`config.mk`:
```
export PLATFORM = sky130hd
export DESIGN_NAME = sc_phase_seq
export DESIGN_NICKNAME = d
export VERILOG_FILES = /design/src/rtl/sc_seq_pkg.sv /design/src/rtl/sc_phase_timer.sv /design/src/rtl/sc_delay_line.sv /design/src/rtl/sc_chan_latch.sv /design/src/rtl/sc_phase_seq.sv
export SDC_FILE = /design/constraint.sdc
export NUM_CORES = 1
export LEC_CHECK = 0
export ABC_AREA = 1
export ABC_CLOCK_PERIOD_IN_PS = 4900
export CORE_AREA = 3 3 62 46
export DETAILED_ROUTE_END_ITERATION = 8
export DIE_AREA = 0 0 65 49
export PLACE_DENSITY = 0.73
export SLEW_MARGIN = 10
export SYNTH_ARGS = -nofsm -noshare
export SYNTH_HDL_FRONTEND = slang
export SYNTH_HIERARCHICAL = 1
export SYNTH_SLANG_ARGS = --single-unit
```
`constraint.sdc`:
```
create_clock -name clk -period 4.9 [get_ports clk]
set_clock_uncertainty 0.05 [all_clocks]
set_input_delay 1.225 -clock clk [delete_from_list [all_inputs] [get_ports clk]]
set_output_delay 1.225 -clock clk [all_outputs]
set_load 0.01 [all_outputs]
```
`src/rtl/sc_seq_pkg.sv`:
```
package sc_seq_pkg;

    typedef enum logic [1:0] {
        GAIN_OFF = 2'd0,
        GAIN_A   = 2'd1,
        GAIN_B   = 2'd2,
        GAIN_AB  = 2'd3
    } gain_t;

    typedef struct packed {
        logic rst;
        logic intg;
    } phase_pair_t;

    localparam int N_BANKS = 2;

    function automatic logic bank_enabled(input gain_t g, input int bank);
        if (bank == 0) return (g == GAIN_A) || (g == GAIN_AB);
        return (g == GAIN_B) || (g == GAIN_AB);
    endfunction

endpackage

```
`src/rtl/sc_phase_timer.sv`:
```
module sc_phase_timer
    import sc_seq_pkg::*;
#(
    parameter int P1_LEN    = 8,
    parameter int P2_LEN    = 8,
    parameter int DEAD_CLKS = 3,
    parameter int SMP_LEN   = 4
) (
    input  logic        clk,
    input  logic        rst,
    output logic        frame_start,
    output phase_pair_t main_q,
    output logic        samp_q
);
    localparam int FRAME = P1_LEN + P2_LEN + SMP_LEN + 3 * DEAD_CLKS;
    localparam int CW    = $clog2(FRAME);
    localparam logic [CW-1:0] LAST   = CW'(FRAME - 1);
    localparam logic [CW-1:0] P1_END = CW'(P1_LEN);
    localparam logic [CW-1:0] P2_BEG = CW'(P1_LEN + DEAD_CLKS);
    localparam logic [CW-1:0] P2_END = CW'(P1_LEN + DEAD_CLKS + P2_LEN);
    localparam logic [CW-1:0] SM_BEG = CW'(P1_LEN + 2 * DEAD_CLKS + P2_LEN);
    localparam logic [CW-1:0] SM_END = CW'(P1_LEN + 2 * DEAD_CLKS + P2_LEN + SMP_LEN);

    logic [CW-1:0] cnt;

    assign frame_start = (cnt == '0);

    always_ff @(posedge clk) begin
        if (rst) begin
            cnt         <= '0;
            main_q.rst  <= 1'b0;
            main_q.intg <= 1'b0;
            samp_q      <= 1'b0;
        end else begin
            cnt         <= (cnt == LAST) ? '0 : cnt + 1'b1;
            main_q.rst  <= (cnt < P1_END);
            main_q.intg <= (cnt >= P2_BEG) && (cnt < P2_END);
            samp_q      <= (cnt >= SM_BEG) && (cnt < SM_END);
        end
    end

    AST_FRAME_WRAP: assert property (@(posedge clk) disable iff (rst)
        (cnt == LAST) |=> frame_start) else $error("frame wrap");

endmodule

```
`src/rtl/sc_delay_line.sv`:
```
module sc_delay_line #(
    parameter int DEPTH = 2,
    parameter int W     = 2
) (
    input  logic         clk,
    input  logic         rst,
    input  logic [W-1:0] d,
    output logic [W-1:0] q
);
    logic [W-1:0] stage [DEPTH];

    always_ff @(posedge clk) begin
        if (rst) begin
            for (int i = 0; i < DEPTH; i++) stage[i] <= '0;
        end else begin
            stage[0] <= d;
            for (int i = 1; i < DEPTH; i++) stage[i] <= stage[i-1];
        end
    end

    assign q = stage[DEPTH-1];

endmodule

```
`src/rtl/sc_chan_latch.sv`:
```
module sc_chan_latch #(
    parameter int N  = 6,
    parameter int SW = 3
) (
    input  logic          clk,
    input  logic          rst,
    input  logic          load,
    input  logic [SW-1:0] sel,
    output logic [N-1:0]  en
);
    logic [N-1:0] dec;
    logic         valid;

    for (genvar i = 0; i < N; i++) begin : g_dec
        assign dec[i] = (sel == SW'(i));
    end

    assign valid = |dec;

    always_ff @(posedge clk) begin
        if (rst)                 en <= N'(1);
        else if (load && valid)  en <= dec;
    end

    AST_EN_ONEHOT: assert property (@(posedge clk) disable iff (rst)
        $countones(en) == 1) else $error("enable not one-hot");
    AST_EN_HOLD: assert property (@(posedge clk) disable iff (rst)
        !load |=> $stable(en)) else $error("enable moved off frame start");

endmodule

```
`src/rtl/sc_phase_seq.sv`:
```
module sc_phase_seq
    import sc_seq_pkg::*;
#(
    parameter int P1_LEN    = 8,
    parameter int P2_LEN    = 8,
    parameter int DEAD_CLKS = 3,
    parameter int SMP_LEN   = 4,
    parameter int GAIN_DLY  = 2,
    parameter int DUMMY_DLY = 1,
    parameter int N_SENSE   = 6,
    parameter int N_REF     = 3,
    localparam int SSW = $clog2(N_SENSE),
    localparam int RSW = $clog2(N_REF)
) (
    input  logic               clk,
    input  logic               rst,
    input  logic [1:0]         gain_sel,
    input  logic [SSW-1:0]     sense_sel,
    input  logic [RSW-1:0]     ref_sel,
    output logic               rst_phi,
    output logic               int_phi,
    output logic               bank_a_rst,
    output logic               bank_a_int,
    output logic               bank_b_rst,
    output logic               bank_b_int,
    output logic               sample_phi,
    output logic               dummy_rst,
    output logic               dummy_int,
    output logic [N_SENSE-1:0] sense_en,
    output logic [N_REF-1:0]   ref_en
);
    // Delays must end inside the following dead gap.
    phase_pair_t          main_q;
    logic                 frame_start;
    logic [1:0]           gtap;
    logic [1:0]           dtap;
    gain_t                gain_l;
    logic [N_BANKS-1:0]   bk_rst;
    logic [N_BANKS-1:0]   bk_int;

    sc_phase_timer #(
        .P1_LEN(P1_LEN), .P2_LEN(P2_LEN), .DEAD_CLKS(DEAD_CLKS), .SMP_LEN(SMP_LEN)
    ) timer_i (
        .clk(clk), .rst(rst), .frame_start(frame_start),
        .main_q(main_q), .samp_q(sample_phi)
    );

    sc_delay_line #(.DEPTH(GAIN_DLY), .W(2)) gain_dly_i (
        .clk(clk), .rst(rst), .d(main_q), .q(gtap)
    );

    sc_delay_line #(.DEPTH(DUMMY_DLY), .W(2)) dummy_dly_i (
        .clk(clk), .rst(rst), .d(main_q), .q(dtap)
    );

    sc_chan_latch #(.N(N_SENSE), .SW(SSW)) sense_i (
        .clk(clk), .rst(rst), .load(frame_start), .sel(sense_sel), .en(sense_en)
    );

    sc_chan_latch #(.N(N_REF), .SW(RSW)) ref_i (
        .clk(clk), .rst(rst), .load(frame_start), .sel(ref_sel), .en(ref_en)
    );

    always_ff @(posedge clk) begin
        if (rst)              gain_l <= GAIN_OFF;
        else if (frame_start) gain_l <= gain_t'(gain_sel);
    end

    for (genvar b = 0; b < N_BANKS; b++) begin : g_bank
        assign bk_rst[b] = gtap[1] & bank_enabled(gain_l, b);
        assign bk_int[b] = gtap[0] & bank_enabled(gain_l, b);
    end

    assign rst_phi    = main_q.rst;
    assign int_phi    = main_q.intg;
    assign bank_a_rst = bk_rst[0];
    assign bank_a_int = bk_int[0];
    assign bank_b_rst = bk_rst[1];
    assign bank_b_int = bk_int[1];
    assign dummy_rst  = dtap[1];
    assign dummy_int  = dtap[0];

    AST_NO_OVERLAP: assert property (@(posedge clk) disable iff (rst)
        !(rst_phi && int_phi)) else $error("phase overlap");
    AST_INT_AFTER_GAP: assert property (@(posedge clk) disable iff (rst)
        $rose(int_phi) |-> !$past(rst_phi)) else $error("no dead gap");
    AST_GAIN_SWITCH_SAFE: assert property (@(posedge clk) disable iff (rst)
        !$stable(gain_l) |-> (gtap == 2'b00)) else $error("gain switched mid-pulse");
    AST_SAMPLE_CLEAR: assert property (@(posedge clk) disable iff (rst)
        sample_phi |-> !(int_phi || bank_a_int || bank_b_int)) else $error("sample overlaps");
    AST_DUMMY_LAG: assert property (@(posedge clk) disable iff (rst)
        $rose(dummy_rst) |-> $past(rst_phi)) else $error("dummy leads");

endmodule

```
== Word-level counts from Yosys, hierarchy flattened ==
Memory sizes are Yosys's and may differ from the RTL's.
Cells that the tools add are included.
Cells by class
  order comparisons: 5
  bitwise gates (word level): 6
  $add $sub $neg: 1
  equality and inequality tests: 11
  multiplexer cells: 7
  reductions and logical operators: 13
Operators with widths (count)
  $lt A5 B5 Y1 const B: 2
  $eq A2 B2 Y1 const B: 3
  $eq A3 B2 Y1 const B: 2
  $eq A3 B3 Y1 const B: 2
  $mux W2: 3
  $reduce_or A6 Y1: 1
  $add A5 B1 Y5 const B: 1
  $eq A5 B5 Y1 const B: 1
  $ge A5 B4 Y1 const B: 1
  $ge A5 B5 Y1 const B: 1
  $logic_not A5 Y1: 1
  $lt A5 B4 Y1 const B: 1
  $and A1 B1 Y1: 4
  $eq A2 B1 Y1 const B: 2
  $logic_and A1 B1 Y1: 4
  $mux W1: 4
  $reduce_or A2 Y1: 2
  $eq A3 B1 Y1 const B: 1
  $logic_not A3 Y1: 1
  $reduce_or A3 Y1: 1
  $logic_not A2 Y1: 1
  $logic_or A1 B1 Y1: 2
  $or A1 B1 Y1: 2
Storage, ports and cells
  flip-flop bits (word level): 19
  bits in writable memories: 6
  memories kept: 2
  output and inout port bits: 18
  word-level logic and storage cells: 52
Memory list
  gain_dly_i.stage: words 2, bits a word 2, rd ports 2, clocked after memory_dff 0, wr ports 2, line sc_delay_line.sv:10  | logic [W-1:0] stage [DEPTH];
  dummy_dly_i.stage: words 1, bits a word 2, rd ports 1, clocked after memory_dff 0, wr ports 1, line sc_delay_line.sv:10

== Longest topological paths before layout ==
  depth after elaboration: 3
  gate-level depth with buffers: 8
  gate-level depth less buffers: 8

== Hierarchy ==
Netlist, hierarchy kept.
By module, submodules not included
  sc_phase_timer: cells each 53, times used 1, area an instance 375.4 sq um
  sc_chan_latch (sense_i): cells each 30, times used 1, area an instance 232.7 sq um
  sc_chan_latch (ref_i): cells each 20, times used 1, area an instance 126.4 sq um
  sc_delay_line (gain_dly_i): cells each 14, times used 1, area an instance 125.1 sq um
  sc_phase_seq: cells each 21, times used 1, area an instance 111.4 sq um
  sc_delay_line (dummy_dly_i): cells each 6, times used 1, area an instance 55.1 sq um

== Worst setup path before layout ==
Ideal clock, no wire load.
  path kind: register to output
  start: mem gain_dly_i.stage[1][0], in the netlist gain_dly_i/stage[0][2]
  end: out bank_a_int
  slack: 3.123 ns
  buffers on the path: 1
  stages on the path, launching flop included: 4
  arrival: 0.502 ns
  path through: dfxtp_1 -> buf_4 -> nand2_1 -> inv_1
RTL lines
  start: declaration: line sc_delay_line.sv:10
  end: declaration: line sc_phase_seq.sv:23  | output logic bank_a_int,

== Worst setup path after layout ==
  start: reg gain_l[0]
  end: out bank_a_int
Between the ends
  word-level cells in the longest chain between the ends: 3
RTL lines
  start: declaration: line sc_phase_seq.sv:37  | gain_t gain_l;
  start signal: assignment: line sc_phase_seq.sv:66  | else if (frame_start) gain_l <= gain_t'(gain_sel);
  $eq A2 B1 Y1 or $eq A2 B2 Y1 (tied branches): line sc_seq_pkg.sv:18  | if (bank == 0) return (g == GAIN_A) || (g == GAIN_AB);
  $logic_or A1 B1 Y1 *: line sc_seq_pkg.sv:18
  $and A1 B1 Y1 *: line sc_phase_seq.sv:71  | assign bk_int[b] = gtap[0] & bank_enabled(gain_l, b);
Mark *: on every way between the ends. The rest lies on a longest branch, timed or not.

==> summary.txt <==
Layout
  • Core Util, Final: about three fifths
  • Layout cell share with drive strength beyond 1: under 10%
  • Antenna diodes: 0
  • Syn-to-layout area delta: 29.9%
  • Final instance area: about 1300 sq um
  • Layout Cells excl Fill: between 200 and 250
  • Nets: around 180

Timing
  • # setup viols final: 0
  • Part of the cycle the worst path needs: 52.7%
  • Maximum clock rate: between 300 and 400 MHz
  • Hold Vio Cnt, Final: 0
  • Post-route minimum period: 2.58 ns
  • Worst Tran Pin Value: between 1 and 1.5 ns
  • Setup TNS: 0 ns
  • Slew Limit Fails: 0
  • RSZ-0062 raised after global routing: no
  • Worst hold margin: around 0.37 ns
  • Slew headroom: 30.6%

Clock tree
  • CTS Root Cell: clkbuf_4
  • Postcts setup bufs: 0
  • Hold_buf cts: 0
  • Post-CTS sizing: 0
  • CTS tree: done
  • CTS clock-pin slew for the worst setup and hold paths: ~0.12 ns
  • Clock Sinks: 25
  • Max clock buf depth: 2
  • Clock latency at the later pin of the worst-skew pair: between 0.3 and 0.4 ns
  • CTS Buf Count: 3
  • H-tree levels: 1

GRT
  • Antenna violations before repair: 0
  • Global Route Usage Sum: about an eighth
  • Grt ovf: 0
  • Vias in the first global route: 787
  • First-pass GRT wire length: around 3400 um
  • Largest net degree at the start of global routing: 17

Logic synthesis
  • Sequential area share after synthesis: between 40% and 50%
  • Share of flip-flops with an asynchronous set or reset: 0%
  • Post-Syn Area per Cell: a little over 7 sq um
  • Post-synth EDFFs: 0
  • Synthesized flop and latch total: 25
  • Count leader, synth: nand2_1
  • Cell Area, Synth: ~1000 sq um
  • Post-Syn Instances: about 140
  • Syn Nets: between 150 and 200
  • Post-synth top area share: 48.8%
  • Synthesis Warnings: 6
  • Main synth FF type: dfxtp_1
  • Biggest area consumer among synthesized cells: dfxtp_1
  • Most instantiated cells after synthesis: 35 x nand2_1, 27 x inv_1, 25 x dfxtp_1
  • Ranking of synthesized cells by area: dfxtp_1 49%, nand2_1 13%, inv_1 9.9%
  • Netlist cell types: 14

Die
  • Rows: 14
  • Initial Util: a little under half
  • Die ar.: between 3000 and 4000 sq um
  • Core box area: roughly 2200 sq um
  • I/O pin cnt: 27
  • Die Span X: 65 um
  • Die Ht: around 50 um

Min path
  • Hold EP: gain_dly_i/stage[0][2]
  • Hold depth: 2
  • HP Start: gain_dly_i/stage[0][0]
  • Hold Path Class: reg -> reg

Critical path
  • Startpoint types: flip-flop
  • Setup slack, reg-to-reg: between 2 and 3 ns
  • R2R Path Start: timer_i/cnt[1]
  • Max stage delay on crit path: about 0.52 ns
  • Buf/Inv on CP: 2
  • Required @ worst endpoint: roughly 3.6 ns
  • Crit path cell chain: nand2_1 > inv_1 > clkdlybuf4s50_1
  • Critical Path AT: approximately 1.3 ns
  • Crit path max-delay family: buffers and inverters
  • CP Max Fanout: 3
  • Worst R2R End: sense_i/en[0]
  • Slowest stage cell, crit path: clkdlybuf4s50_1
  • Worst Reg-to-Reg Cells: 7
  • WS Path Type: reg -> out
  • CP endpoint kind: primary output

Drt
  • Wirelength per Cell: roughly 10 um
  • Via count: between 900 and 1000
  • First-pass DRT Iterations: 4
  • Vias per cell: roughly 4.6
  • DRC Markers: 0
  • Initial DRC count: 32
  • DRT Wirelength: 2030 um
  • Final ANT Viol Nets: 0

Power and ir drop
  • Worst VDD drop: roughly 0.0002 V
  • Power per standard cell area: 281 nW/um^2
  • Leak Pwr: just over 0.6 nW

Placed design
  • Port bufs: 26
  • Placed instance area: about 1300 sq um
  • Post-Place Cells: 199
  • Detail Placement HPWL: between 1000 and 1500 um
  • Final estimated routing congestion in global placement: 0.803

Run status
  • Outcome: finished clean

Run
  • Maxcap violations: 0
[metal layers]
metal | vias up | global-route usage [%] | wire, um | share of wire (%)
met4 | 0 | 2.11 | 8 | 0.39
met2 | 29 | 20.5 | 869 | 43
met3 | 2 | 4.84 | 127 | 6.2
li1 | 492 | - | - | -
met5 | - | 0 | 0 | 0
met1 | 404 | 17.8 | 1030 | 51
[tightest hold or removal path: stages, from the launching register on]
cell	delay, ns
dfxtp_1	0.32
inv_1	0.04
nor2_1	0.03
[through the flow]
stage	power [mW]	setup slack, ns
final	0.374	2.32
after global placement	0.288	2.36
after floorplan	0.260	3.12
after global routing	0.398	2.23
after detailed placement	0.289	2.32
after CTS	0.378	2.29
[worst max path at each step]
| stage | start | to | slack [ns] | cells after the start |
|---|---|---|---|---|
| after detailed placement | rst | timer_i/cnt[3] | 2.32 | 4 |
| after global placement | rst | timer_i/main_q[0] | 2.36 | 6 |
| final | gain_l[0] | bank_a_int | 2.32 | 3 |
| after floorplan | gain_dly_i/stage[0][2] | bank_a_int | 3.12 | 3 |
| after CTS | gain_l[0] | bank_a_int | 2.29 | 3 |
| after global routing | gain_l[1] | bank_b_int | 2.23 | 3 |
[power by group]
group | switching, mW | leakage, nW | total, mW | internal (mW)
Clock | 0.0574 | 0.0150 | 0.0892 | 0.0318
Combinational | 0.0333 | 0.392 | 0.0624 | 0.0291
Sequential | 0.00812 | 0.205 | 0.223 | 0.215
Total | 0.0988 | 0.612 | 0.374 | 0.275
[logic make-up after synthesis]
kind of cell | Yosys count | synth area share (%)
simple gates | 74 | 29.9
buf+inv | 30 | 11.8
fa+ha+maj | 2 | 2.44
xor+xnor | 1 | 0.854
flops | 25 | 48.8
compound gates | 12 | 6.22
[layout by cell type, fill, tap and decap left out, types with 2 or more instances in the layout]
master / Yosys / final
clkdlybuf4s50_1: 0 / 26
clkbuf_4: 0 / 3
nand2_1: 35 / 35
inv_1: 27 / 27
nand3_1: 7 / 7
ha_1: 2 / 2
dfxtp_1: 25 / 25
nand2_2: 2 / 2
nor2_1: 24 / 24
nand4_1: 6 / 6
a21oi_1: 10 / 10
[state kept, by name, summed over array words and instances (netlist names)]
| register | cells |
|---|---|
| timer_i/cnt | 5 |
| timer_i/main_q | 2 |
| gain_l | 2 |
| dummy_dly_i/stage | 2 |
| gain_dly_i/stage | 4 |
| ref_i/en | 3 |
| timer_i/samp_q | 1 |
| sense_i/en | 6 |
[area by class of cell]
type / count / area, sq um
multi-input combinational: 89 / 404
sequential: 25 / 500
clock buffer: 4 / 26.3
fill: 220 / 892
tap: 32 / 40.0
timing repair buffer: 26 / 260
inverter: 27 / 101
Note: power is estimated with default switching activity, not from simulation.
